### src/rtl/sar_seq_pkg.sv
`timescale 1ns/1ps
package sar_seq_pkg;
  // Prescaler ratio choice as seen on the fast_div pin.
  typedef enum logic {
    DIV_SLOW = 1'b0,
    DIV_FAST = 1'b1
  } div_sel_e;
endpackage

### src/rtl/sar_seq_presc.sv
`timescale 1ns/1ps
module sar_seq_presc #(
  parameter int PRESC_W = 7
) (
  input  logic clk,
  input  logic rst_n,
  input  logic fast,
  output logic tick
);
  import sar_seq_pkg::*;

  logic [PRESC_W-1:0] cnt_q;
  logic [PRESC_W-1:0] cnt_d;
  div_sel_e           sel;

  always_comb begin
    sel   = div_sel_e'(fast);
    cnt_d = cnt_q + 1'b1;
    if (sel == DIV_FAST) tick = &cnt_q[PRESC_W-2:0];
    else                 tick = &cnt_q;
  end

  always_ff @(posedge clk or negedge rst_n) begin
    if (!rst_n) cnt_q <= '0;
    else        cnt_q <= cnt_d;
  end
endmodule

### src/rtl/sar_seq_ctrl.sv
`timescale 1ns/1ps
module sar_seq_ctrl #(
  parameter int RES_BITS  = 10,
  parameter int SHORT_LEN = 13,
  parameter int LONG_LEN  = 25,
  parameter int CH_W      = 3,
  localparam int PW       = $clog2(LONG_LEN + 1),
  localparam int IW       = $clog2(RES_BITS)
) (
  input  logic            clk,
  input  logic            rst_n,
  input  logic            enable,
  input  logic            start,
  input  logic            tick,
  input  logic [CH_W-1:0] chan,
  output logic            busy,
  output logic            launch,
  output logic            fin,
  output logic            dec_en,
  output logic            trial_en,
  output logic [IW-1:0]   dec_idx
);
  localparam logic [PW-1:0] SHORT_P = PW'(SHORT_LEN);
  localparam logic [PW-1:0] LONG_P  = PW'(LONG_LEN);
  localparam logic [PW-1:0] RES_P   = PW'(RES_BITS);
  localparam logic [PW-1:0] ONE_P   = PW'(1);

  logic            pend_q, pend_d;
  logic            busy_q, busy_d;
  logic            long_q, long_d;
  logic [PW-1:0]   per_q, per_d;
  logic [PW-1:0]   len_q, len_d;
  logic [CH_W-1:0] last_q, last_d;
  logic [PW-1:0]   idx_w;
  logic            in_bits;

  always_comb begin
    launch   = enable && !busy_q && pend_q && tick;
    in_bits  = busy_q && (per_q >= (len_q - RES_P)) && (per_q < len_q);
    trial_en = in_bits;
    dec_en   = enable && in_bits && tick;
    fin      = enable && busy_q && tick && (per_q == len_q);
    idx_w    = len_q - ONE_P - per_q;
    dec_idx  = idx_w[IW-1:0];
    busy     = busy_q;
  end

  always_comb begin
    pend_d = pend_q;
    busy_d = busy_q;
    long_d = long_q;
    per_d  = per_q;
    len_d  = len_q;
    last_d = last_q;
    if (!enable) begin
      pend_d = 1'b0;
      busy_d = 1'b0;
      long_d = 1'b1;
    end else begin
      if (launch) begin
        busy_d = 1'b1;
        per_d  = ONE_P;
        len_d  = (long_q || (chan != last_q)) ? LONG_P : SHORT_P;
        last_d = chan;
        long_d = 1'b0;
        pend_d = 1'b0;
      end else if (fin) begin
        busy_d = 1'b0;
      end else if (busy_q && tick) begin
        per_d = per_q + ONE_P;
      end
      if (!launch && start && !busy_q) pend_d = 1'b1;
    end
  end

  always_ff @(posedge clk or negedge rst_n) begin
    if (!rst_n) begin
      pend_q <= 1'b0;
      busy_q <= 1'b0;
      long_q <= 1'b1;
      per_q  <= '0;
      len_q  <= SHORT_P;
      last_q <= '0;
    end else begin
      pend_q <= pend_d;
      busy_q <= busy_d;
      long_q <= long_d;
      per_q  <= per_d;
      len_q  <= len_d;
      last_q <= last_d;
    end
  end
endmodule

### src/rtl/sar_seq_bits.sv
`timescale 1ns/1ps
module sar_seq_bits #(
  parameter int RES_BITS = 10,
  localparam int IW      = $clog2(RES_BITS)
) (
  input  logic                clk,
  input  logic                rst_n,
  input  logic                clr,
  input  logic                dec_en,
  input  logic                trial_en,
  input  logic [IW-1:0]       dec_idx,
  input  logic                cmp_hi,
  output logic [RES_BITS-1:0] acc,
  output logic [RES_BITS-1:0] trial
);
  logic [RES_BITS-1:0] acc_q, acc_d;
  logic [RES_BITS-1:0] probe;

  always_comb begin
    probe = '0;
    for (int i = 0; i < RES_BITS; i++) begin
      if (dec_idx == IW'(i)) probe[i] = 1'b1;
    end
    acc_d = acc_q;
    if (clr) begin
      acc_d = '0;
    end else if (dec_en) begin
      for (int i = 0; i < RES_BITS; i++) begin
        if (probe[i]) acc_d[i] = cmp_hi;
      end
    end
    trial = acc_q | (trial_en ? probe : '0);
    acc   = acc_q;
  end

  always_ff @(posedge clk or negedge rst_n) begin
    if (!rst_n) acc_q <= '0;
    else        acc_q <= acc_d;
  end
endmodule

### src/rtl/sar_seq_top.sv
`timescale 1ns/1ps
module sar_seq_top #(
  parameter int PRESC_W   = 7,
  parameter int RES_BITS  = 10,
  parameter int SHORT_LEN = 13,
  parameter int LONG_LEN  = 25,
  parameter int CH_W      = 3
) (
  input  logic                clk,
  input  logic                rst_n,
  input  logic                enable,
  input  logic                fast_div,
  input  logic                start,
  input  logic [CH_W-1:0]     chan_sel,
  input  logic                cmp_hi,
  output logic [RES_BITS-1:0] trial,
  output logic                busy,
  output logic [RES_BITS-1:0] result,
  output logic                done
);
  localparam int IW = $clog2(RES_BITS);

  logic                tick;
  logic                launch;
  logic                fin;
  logic                dec_en;
  logic                trial_en;
  logic [IW-1:0]       dec_idx;
  logic [RES_BITS-1:0] acc;
  logic [RES_BITS-1:0] result_q, result_d;
  logic                done_q, done_d;

  sar_seq_presc #(.PRESC_W(PRESC_W)) presc_i (
    .clk  (clk),
    .rst_n(rst_n),
    .fast (fast_div),
    .tick (tick)
  );

  sar_seq_ctrl #(
    .RES_BITS (RES_BITS),
    .SHORT_LEN(SHORT_LEN),
    .LONG_LEN (LONG_LEN),
    .CH_W     (CH_W)
  ) ctrl_i (
    .clk     (clk),
    .rst_n   (rst_n),
    .enable  (enable),
    .start   (start),
    .tick    (tick),
    .chan    (chan_sel),
    .busy    (busy),
    .launch  (launch),
    .fin     (fin),
    .dec_en  (dec_en),
    .trial_en(trial_en),
    .dec_idx (dec_idx)
  );

  sar_seq_bits #(.RES_BITS(RES_BITS)) bits_i (
    .clk     (clk),
    .rst_n   (rst_n),
    .clr     (launch),
    .dec_en  (dec_en),
    .trial_en(trial_en),
    .dec_idx (dec_idx),
    .cmp_hi  (cmp_hi),
    .acc     (acc),
    .trial   (trial)
  );

  always_comb begin
    result_d = fin ? acc : result_q;
    done_d   = fin;
  end

  always_ff @(posedge clk or negedge rst_n) begin
    if (!rst_n) begin
      result_q <= '0;
      done_q   <= 1'b0;
    end else begin
      result_q <= result_d;
      done_q   <= done_d;
    end
  end

  assign result = result_q;
  assign done   = done_q;
endmodule

### config.mk
export PLATFORM = sky130hd
export DESIGN_NAME = sar_seq_top
export DESIGN_NICKNAME = d
export VERILOG_FILES = /design/src/rtl/sar_seq_pkg.sv /design/src/rtl/sar_seq_presc.sv /design/src/rtl/sar_seq_ctrl.sv /design/src/rtl/sar_seq_bits.sv /design/src/rtl/sar_seq_top.sv
export SDC_FILE = /design/constraint.sdc
export NUM_CORES = 1
export LEC_CHECK = 0
export BUFFER_PORTS_ARGS = -buffer_cell sky130_fd_sc_hd__buf_2
export CORE_ASPECT_RATIO = 0.5
export CORE_UTILIZATION = 51
export CTS_CLUSTER_DIAMETER = 150
export DETAILED_ROUTE_END_ITERATION = 10
export GPL_ROUTABILITY_DRIVEN = 0
export PLACE_DENSITY = 0.77
export SYNTH_ARGS = -nofsm -noshare
export SYNTH_HDL_FRONTEND = slang
export SYNTH_SLANG_ARGS = --single-unit
### constraint.sdc
create_clock -name clk -period 2 [get_ports clk]
set_input_delay 0.4 -clock clk [delete_from_list [all_inputs] [get_ports clk]]
set_output_delay 0.4 -clock clk [all_outputs]
set_load 0.005 [all_outputs]
==> reports/results.ini <==
[run_status]
status = complete, but fails checks
violations = setup timing

[synthesis]
ys_seq_area_share_pct = 46.73
synthFlopType = dfrtp_1
syn_inst = 202
avgSynthCellArea_um2 = 10.90
synth_seq_cells = 41
synth_warnings = 0
syn_nets = 223
synthDistinctLibCells = 44
ys_async_sr_fraction_pct = 100.0
synth_edf_count = 0
synthesis.area_mm2 = 0.002201

[clocking]
cts_made_buffers = 5
cts_tree = built
path_clk_slew_ns = 0.08
clock_sinks = 41
clockBufferDepth = 2
clockRootBuffer = clkbuf_8
postCtsHoldBufs = 0
clk_latency_ns = 0.29
htree_levels = 2

[floorplanning]
fp.coreArea_mm2 = 0.004024
initial_core_util_pct = 54.70
fp.dieW_um = 94.90
die_y_um = 48.45
die_area_mm2 = 0.004598
num_rows = 16
io_pins = 31

[placed_design]
hpwl_um = 3605
port_buffers = 30
place_inst = 299
place_ws_ns = -0.2844

[timing]
tightest_slew_ns = 0.5130
clock_skew_ns = 0.009187
report.final.slew_viol_count = 0
rsz0062_at_grt = true
fin_crit_sh_pct = 129.4
fmax_mhz = 386.4
relSlewSlack_pct = 65.80
finalSetupViolations = 20
setup_ws_ns = -0.5878
hold_violations = 0
finalCriticalPeriod_ns = 2.588

[final_layout]
final_nets = 277
n_antenna_cell = 0
layout-drive-gt1-share_pct = 35.02
final_cells = 311
utilization_pct = 69.93
fill_cells = 290
syn2layout_area_growth_pct = 27.86

[power_and_ir_drop]
peakVddDrop_v = 0.0005676
power.density_mw_per_mm2 = 591.0
total_power_mw = 1.663
leakage_nw = 1.515

[worst_setup_path]
path_max_fanout = 5
r2r_end = bits_i.acc[2]$_DFFE_PN0P_
regToRegSetupSlack_ns = -0.35
worst-r2r-cell-count = 9
cp.required_ns = 1.60
startpoint_type = flop
crit_arrival_ns = 2.19
cp-end-kind = output port
criticalPathCategory = reg2out
rr_startpoint = ctrl_i.len_q[2]$_DFFE_PN1P_

[routing]
vias_per_cell = 5.492
drt_first_pass_iters = 4
wirelength_um = 5060
vias = 1708
drt_iter0_markers = 51
remaining_drc_errors = 0
drtAntennaViolNets = 0
wire_per_inst_um = 16.27

[global_route]
grt.overflow.total = 0
grt_max_degree = 23
grt_pass1_wl_um = 8514
grt_use_total_pct = 24.87
grt_pass1_vias = 1785
antenna_found_initial = 0

[flow_run]
maxCapViolCount = 0

[worst_hold_path]
hold_path.class = in2async

[registers in the layout, indices dropped and copies added (netlist names)]
| register | count |
|---|---|
| done | 1 |
| ctrl_i.busy | 1 |
| bits_i.acc | 10 |
| ctrl_i.pend_q | 1 |
| presc_i.cnt_q | 7 |
| ctrl_i.long_q | 1 |
| result | 10 |
| ctrl_i.last_q | 3 |
| ctrl_i.per_q | 5 |
| ctrl_i.len_q | 2 |
[stage by stage]
stage          cell area, µm²  hold slack, ns  TNS [ns]
2_1_floorplan            2236          0.1044   -0.5688
3_3_place_gp             2586          0.3943    -2.892
3_5_place_dp             2586          0.3946    -4.053
4_1_cts                  2766         0.07855    -6.876
5_1_grt                  2814         0.09266    -9.784
6_report                 2814         0.07382    -7.749
[cells in the mapped netlist (all sizes together) (2+ instances only)]
library cell	instances	area [µm²]
a21oi	3	15.01
mux2	10	112.6
nand3	11	60.06
dfrtp	39	975.9
and3	3	18.77
o311a	2	32.53
nor3	7	56.31
nor3b	3	22.52
o21ai	6	30.03
buf	6	38.79
xnor2	4	35.03
nor2	7	33.78
nor2b	2	12.51
mux2i	11	110.1
a21o	10	75.07
nand4	4	25.02
dfstp	2	52.55
inv	7	26.28
xor2	9	78.83
ha	12	150.1
nand2	30	115.1
[repair_timing]
action                     4_1_cts  5_1_grt
buffers inserted                 1        3
resized for setup                8        6
pin swaps                        4        4
cloned                           0        0
setup endpoints to repair       20       21
[report_power, final]
part,switching [mW],leakage [nW],internal (mW)
combinational,0.0274,0.909,0.0126
clock,0.296,0.0681,0.496
sequential,0.00111,0.538,0.830
[routing by layer]
metal,track usage (%),part of all wire (%)
met1,33.47,46
met2,41.49,50
met3,5.660,3.1
met4,5.051,1.0
met5,0,0
[final cells by class]
class,instances,area [µm²],area share [%]
clock buffers,5,68.82,2.446
multi-input cells,147,1186,42.15
repair buffers,54,370.4,13.16
well taps,54,67.56,2.401
flip-flops and latches,41,1030,36.59
clock inverters,3,65.06,2.312
inverters,7,26.28,0.9337
[how the worst max path moves through the flow]
stage                                      from       end  slack, ns  cells past startpoint
floorplan           ctrl_i.len_q[2]$_DFFE_PN1P_  trial[4]      -0.06                      6
global route        ctrl_i.len_q[2]$_DFFE_PN1P_  trial[0]      -0.69                      7
finish              ctrl_i.len_q[2]$_DFFE_PN1P_  trial[0]      -0.59                      7
CTS                 ctrl_i.len_q[2]$_DFFE_PN1P_  trial[0]      -0.59                      7
global placement    ctrl_i.len_q[2]$_DFFE_PN1P_  trial[2]      -0.23                      7
detailed placement  ctrl_i.len_q[2]$_DFFE_PN1P_  trial[0]      -0.28                      7
[logic make-up after synthesis]
group,after synthesis,share of synthesized area (%)
fa+ha+maj,12,6.822
mux,21,10.12
flops,41,46.73
simple gates,73,17.85
xor+xnor,13,5.173
buf+inv,14,3.127
compound gates,28,10.18
[layout by cell type, fill, tap and decap left out, types with 3 or more instances in the layout]
cell type	Yosys	routed
a21o_1	10	10
a21oi_1	3	3
buf_2	4	30
buf_4	1	18
buf_6	1	4
clkbuf_8	0	5
dfrtp_1	39	38
ha_1	12	11
inv_1	7	6
mux2_1	8	8
mux2i_1	11	11
nand2_1	29	27
nand2_2	1	3
nand3_1	10	6
nand3_2	1	5
nand4_1	4	4
nor2_1	6	5
nor3_1	4	4
nor3_4	1	3
nor3b_1	3	3
o21ai_0	6	6
xnor2_1	4	4
xor2_1	9	8
[critical path, cell delays in order (launching register included)]
cell	delay, ns
dfstp_2	0.58
xor2_1	0.08
ha_1	0.32
nand2_2	0.07
o31ai_4	0.32
o311a_4	0.30
a21o_1	0.12
buf_2	0.10
Power figures use the tool's default switching activity.
